**config.mk**
```make
export PLATFORM = sky130hd
export DESIGN_NAME = wbi_ctrl
export DESIGN_NICKNAME = d
export VERILOG_FILES = /design/src/rtl/wbi_pkg.sv /design/src/rtl/wbi_beat_ctr.sv /design/src/rtl/wbi_wtr_timer.sv /design/src/rtl/wbi_rd_pipe.sv /design/src/rtl/wbi_ctrl.sv
export SDC_FILE = /design/constraint.sdc
export NUM_CORES = 1
export LEC_CHECK = 0
export BUFFER_PORTS_ARGS = -buffer_cell sky130_fd_sc_hd__buf_2
export CORE_MARGIN = 4
export CORE_UTILIZATION = 38
export CTS_CLUSTER_DIAMETER = 100
export DETAILED_ROUTE_END_ITERATION = 12
export PLACE_DENSITY = 0.78
export SLEW_MARGIN = 20
export SYNTH_ARGS = -nofsm -noshare
export SYNTH_HDL_FRONTEND = slang
export SYNTH_SLANG_ARGS = --single-unit
```
**constraint.sdc**
```tcl
create_clock -name clk -period 1.95 [get_ports clk]
set_input_delay 0.195 -clock clk [delete_from_list [all_inputs] [get_ports clk]]
set_output_delay 0.195 -clock clk [all_outputs]
set_load 0.005 [all_outputs]
```
**src/rtl/wbi_pkg.sv**
```systemverilog
package wbi_pkg;
    typedef enum logic [1:0] {
        CMD_NOP = 2'b00,
        CMD_WR  = 2'b01,
        CMD_RD  = 2'b10,
        CMD_RSV = 2'b11
    } wbi_cmd_e;

    typedef enum logic [1:0] {
        WB_IDLE = 2'd0,
        WB_DATA = 2'd1,
        WB_WTR  = 2'd2
    } wbi_state_e;
endpackage

```
**src/rtl/wbi_beat_ctr.sv**
```systemverilog
module wbi_beat_ctr #(
    parameter int PAIRS = 4,
    localparam int PW = (PAIRS > 1) ? $clog2(PAIRS) : 1
) (
    input  logic          clk,
    input  logic          rst_n,
    input  logic          restart,
    input  logic          advance,
    output logic [PW-1:0] pair,
    output logic          last
);
    logic [PW-1:0] cnt_q;

    always_ff @(posedge clk) begin
        if (!rst_n)       cnt_q <= '0;
        else if (restart) cnt_q <= '0;
        else if (advance) cnt_q <= (cnt_q == PW'(PAIRS - 1)) ? '0 : cnt_q + 1'b1;
    end

    assign pair = cnt_q;
    assign last = (cnt_q == PW'(PAIRS - 1));
endmodule

```
**src/rtl/wbi_wtr_timer.sv**
```systemverilog
module wbi_wtr_timer #(
    parameter int TWTR = 1,
    localparam int TW = $clog2(TWTR + 1)
) (
    input  logic clk,
    input  logic rst_n,
    input  logic load,
    output logic zero
);
    logic [TW-1:0] cnt_q;

    always_ff @(posedge clk) begin
        if (!rst_n)          cnt_q <= '0;
        else if (load)       cnt_q <= TW'(TWTR - 1);
        else if (cnt_q != 0) cnt_q <= cnt_q - 1'b1;
    end

    assign zero = (cnt_q == '0);
endmodule

```
**src/rtl/wbi_rd_pipe.sv**
```systemverilog
module wbi_rd_pipe #(
    parameter int DEPTH = 2
) (
    input  logic clk,
    input  logic rst_n,
    input  logic rd_issue,
    output logic rd_due
);
    logic [DEPTH-1:0] sr_q;

    generate
        if (DEPTH == 1) begin : g_one
            always_ff @(posedge clk) begin
                if (!rst_n) sr_q <= '0;
                else        sr_q <= rd_issue;
            end
        end else begin : g_many
            always_ff @(posedge clk) begin
                if (!rst_n) sr_q <= '0;
                else        sr_q <= {sr_q[DEPTH-2:0], rd_issue};
            end
        end
    endgenerate

    assign rd_due = sr_q[DEPTH-1];
endmodule

```
**src/rtl/wbi_ctrl.sv**
```systemverilog
module wbi_ctrl
    import wbi_pkg::*;
#(
    parameter int BANK_W    = 2,
    parameter int COL_W     = 10,
    parameter int BURST_LEN = 8,
    parameter int TWTR      = 1,
    parameter int CL_WHOLE  = 2,
    localparam int PAIRS    = BURST_LEN / 2,
    localparam int PAIR_W   = (PAIRS > 1) ? $clog2(PAIRS) : 1
) (
    input  logic              clk,
    input  logic              rst_n,
    input  logic              req_valid,
    output logic              req_ready,
    input  logic [1:0]        req_cmd,
    input  logic [BANK_W-1:0] req_bank,
    input  logic [COL_W-1:0]  req_col,
    input  logic              req_ap,
    input  logic              req_force,
    output logic [1:0]        cmd_out,
    output logic [BANK_W-1:0] cmd_bank,
    output logic [COL_W-1:0]  cmd_col,
    output logic              cmd_ap,
    output logic              wr_en,
    output logic [PAIR_W-1:0] wr_pair,
    output logic              rd_data_due,
    output logic              proto_err
);
    wbi_state_e st_q, st_d;
    logic       cur_ap_q;
    logic       err_q;
    logic       is_wr, is_rd, wr_go, rd_go;
    logic       locked, wtr_ok, violation;
    logic       beat_last, wtr_zero, wtr_load;

    wbi_beat_ctr #(.PAIRS(PAIRS)) u_beat (
        .clk(clk), .rst_n(rst_n), .restart(wr_go),
        .advance(st_q == WB_DATA), .pair(wr_pair), .last(beat_last)
    );

    wbi_wtr_timer #(.TWTR(TWTR)) u_wtr (
        .clk(clk), .rst_n(rst_n), .load(wtr_load), .zero(wtr_zero)
    );

    wbi_rd_pipe #(.DEPTH(CL_WHOLE)) u_rdp (
        .clk(clk), .rst_n(rst_n), .rd_issue(rd_go), .rd_due(rd_data_due)
    );

    // Request decode, handshake and issue decision.
    always_comb begin
        is_wr  = req_valid && (req_cmd == CMD_WR);
        is_rd  = req_valid && (req_cmd == CMD_RD);
        locked = (st_q == WB_DATA) && cur_ap_q;
        wtr_ok = (st_q == WB_IDLE) || ((st_q == WB_WTR) && wtr_zero);
        unique case (req_cmd)
            CMD_WR:  req_ready = !locked;
            CMD_RD:  req_ready = wtr_ok;
            default: req_ready = 1'b1;
        endcase
        wr_go     = is_wr && (req_ready || req_force);
        rd_go     = is_rd && (req_ready || req_force);
        violation = (wr_go && locked) || (rd_go && !wtr_ok);
    end

    // Next-state logic.
    always_comb begin
        st_d = st_q;
        unique case (st_q)
            WB_IDLE: if (wr_go) st_d = WB_DATA;
            WB_DATA: begin
                if (wr_go)                          st_d = WB_DATA;
                else if (rd_go)                     st_d = WB_IDLE;
                else if (beat_last || (is_rd && !cur_ap_q)) st_d = WB_WTR;
            end
            WB_WTR: begin
                if (wr_go)                   st_d = WB_DATA;
                else if (rd_go || wtr_zero)  st_d = WB_IDLE;
            end
            default: st_d = WB_IDLE;
        endcase
        wtr_load = (st_q == WB_DATA) && (st_d == WB_WTR);
    end

    // State register.
    always_ff @(posedge clk) begin
        if (!rst_n) begin
            st_q     <= WB_IDLE;
            cur_ap_q <= 1'b0;
            err_q    <= 1'b0;
        end else begin
            st_q <= st_d;
            if (wr_go)     cur_ap_q <= req_ap;
            if (violation) err_q    <= 1'b1;
        end
    end

    // Outputs.
    always_comb begin
        cmd_out  = wr_go ? CMD_WR : (rd_go ? CMD_RD : CMD_NOP);
        cmd_bank = (wr_go || rd_go) ? req_bank : '0;
        cmd_col  = (wr_go || rd_go) ? req_col  : '0;
        cmd_ap   = (wr_go || rd_go) ? req_ap   : 1'b0;
        wr_en    = (st_q == WB_DATA) && !rd_go;
        proto_err = err_q;
    end
endmodule

```
==> run summary <==
outcome: complete, no violations
Worst Clk Skew: 0.00933 ns
Power Density: 493 mW/mm^2
f_max: 0.522 GHz
share of the synthesized area in the top cell type: 28.7%
routed length per placed instance: 11.3 microns
syn avg cell area: 9.36 sq um
hold wc startpoint: req_ap
hold endpoint: cur_ap_q
Critical Path RT: 1.75 ns
post-synth cell types: 28
RSZ-0062 raised after global routing: true
vias in the first global route: 588
reg2reg end: st_q[1]
critical path arrival: 1.72 ns
antenna violations before repair: 0
Synth Instances: 67
register bit total from synthesis: 9
kind of critical path: flip-flop to output pin
synthesized netlist net count: 89
share of cells above drive strength 1: 62.1%
main area contributors after synthesis: dfxtp_1 29%, and2_4 13%, ha_1 6.0%, and2_2 4.8%, a2111oi_4 4.4%
Yosys top cell by area: dfxtp_1
number of cells on the worst reg-to-reg path: 6
final wirelength: 1.49 mm
I/O Pins: 40
Switching Share: 28.1%
first-pass GRT wire length: 2.55 mm
register area share after synthesis: 28.7%
Ys Warns: 0
net total in the final layout: 139
Final GP Congestion: 0.744
Final Hold Fails: 0
leakage: 0.532 nW
max cap viols: 0
TritonCTS Buffers: 3
Root Driver: clkbuf_4
maximum VDD drop: 0.327 mV
# DRC: 0
Psw: 0.000129 W
Layout area overhead: 48.7%
antenna-violating nets left: 0
largest net degree at the start of global routing: 9
commonest cells after routing, fill and taps aside: 39 x buf_2, 9 x and2_4, 7 x buf_4
vias post-DR: 642
Antenna Cells: 0
CP Launch Type: flip-flop
core area: 0.00152 sq mm
Placed Area: 853 sq um
H-tree depth: 1
internal power: 0.000330 W
fin crit share: 98.2%
Combinational Power Share: 24.9%
R2R Setup Slk: 0.42 ns
die height: 48.6 microns
Congestion Overflow GR: 0
Design Power: 0.000459 W
worst reg2reg startpoint: st_q[1]
Clk pwr share: 32.7%
drt initial violations: 6
Core Rows: 14
sequential power share: 42.3%
Vias/cell: 4.86
post-detail-place hpwl: 1.13 mm
PortBufs: 39
design area: 932 sq um
Max Root-Sink Buffers: 2
crit path max fanout: 7
clock latency on the worst-skew pair: 0.27 ns
Crit. End Element: output pin
Sinks on Clock Net: 9
# setup viols final: 0
max-slew violations: 0
CTS tree: yes
Hold Crit Depth: 3
All-Layer GR Usage: 13.5%
CTS Hold Buffers Added: 0
clock-pin slew on the worst setup and hold paths: 0.07 ns
Initial Utilization: 41.1%
Die ar.: 0.00236 sq mm
final worst path period need: 1.91 ns
most common cell after layout, fill and taps aside: buf_2
drt pass-1 iters: 4
min-delay worst type: input port to flip-flop
Syn Std Cell Area: 627 sq um
DIE WIDTH: 48.6 microns
==> cell type report <==
class	instances	area (sq um)
clock buffer	4	26.3
fill	137	592
inverter	4	15.0
multi-input combinational	53	439
sequential	9	184
tap	16	20.0
timing repair buffer	46	248
==> state kept, by name, indices dropped and copies added (netlist names) <==
name and cells:
u_wtr.cnt_q 1, cur_ap_q 1, u_rdp.sr_q 2, proto_err 1, u_beat.pair 2, st_q 2
==> worst max path at each step <==
stage / from / end / slack [ns] / depth (start not counted)
detailed placement: req_cmd[0] / cmd_col[9] / 0.09 / 7
global placement: req_cmd[0] / cmd_bank[1] / 0.13 / 7
CTS: st_q[1] / cmd_col[8] / 0.005 / 6
floorplan: req_cmd[0] / cmd_col[0] / 0.29 / 6
global route: st_q[1] / cmd_bank[0] / -0.04 / 6
finish: st_q[1] / cmd_col[8] / 0.04 / 6
==> timing repair <==
item,CTS,global route
buffers inserted,3,0
cloned,1,0
pin swaps,2,1
resized for setup,5,0
endpoints found under the setup margin,13,14
==> metrics by stage <==
step,util (%),setup TNS (ns),instances,worst slack [ns],hold slack [ns]
3_3_place_gp,56.0,0,124,0.129,0.424
4_1_cts,61.2,0,132,0.00521,0.165
6_report,61.2,0,132,0.0360,0.178
5_1_grt,61.2,-0.388,132,-0.0419,0.176
3_5_place_dp,56.0,0,124,0.0865,0.434
2_1_floorplan,-,0,67,0.288,0.317
==> cell usage after synthesis <==
cell,n
o31a_1,1
conb_1,1
and2_1,1
a221oi_1,1
nand3b_1,1
ha_1,3
buf_4,1
nand2b_1,1
mux2i_1,2
nand2_1,5
a2111oi_4,1
o21a_1,1
inv_1,4
o21ai_2,1
a21boi_0,1
a211oi_1,1
nor2_1,6
o21ba_2,1
o311ai_2,1
o211ai_1,1
nand3b_4,1
buf_6,1
a21oi_1,3
dfxtp_1,9
nor3_1,4
and2_2,4
nor3_4,1
and2_4,9
==> critical path, cell delays in order, from the launching register on <==
cell and delay (ns):
dfxtp_2 0.34, nand3b_4 0.20, a2111oi_4 0.30, buf_4 0.19, o21ai_2 0.11, and2_4 0.19
buf_2 0.12
==> power groups by stage <==
stage / clock network, W / registers (W) / logic (W)
detailed placement: 0 / 0.000198 / 0.000106
global placement: 0 / 0.000198 / 0.000104
CTS: 0.000152 / 0.000194 / 0.000116
global route: 0.000167 / 0.000195 / 0.000127
floorplan: 0 / 0.000198 / 0.0000615
finish: 0.000150 / 0.000194 / 0.000114
==> logic make-up (layout without fill, tap and decap cells) <==
kind of cell	count (synthesis)	count (layout)	synth area share (%)
buf+inv	6	54	5.39
fa+ha+maj	3	3	5.99
mux	2	2	3.19
other cells	1	1	0.598
simple gates	33	33	36.1
compound gates	13	14	20.0
flops	9	9	28.7
==> per-layer routing <==
layer / vias up / routed length, microns / global-route usage (%)
met5: - / 0 / 0
li1: 328 / - / -
met4: 0 / 36 / 8.07
met1: 277 / 589 / 14.7
met2: 32 / 676 / 21.5
met3: 5 / 188 / 5.83
Note: power is estimated with default switching activity, not from simulation.
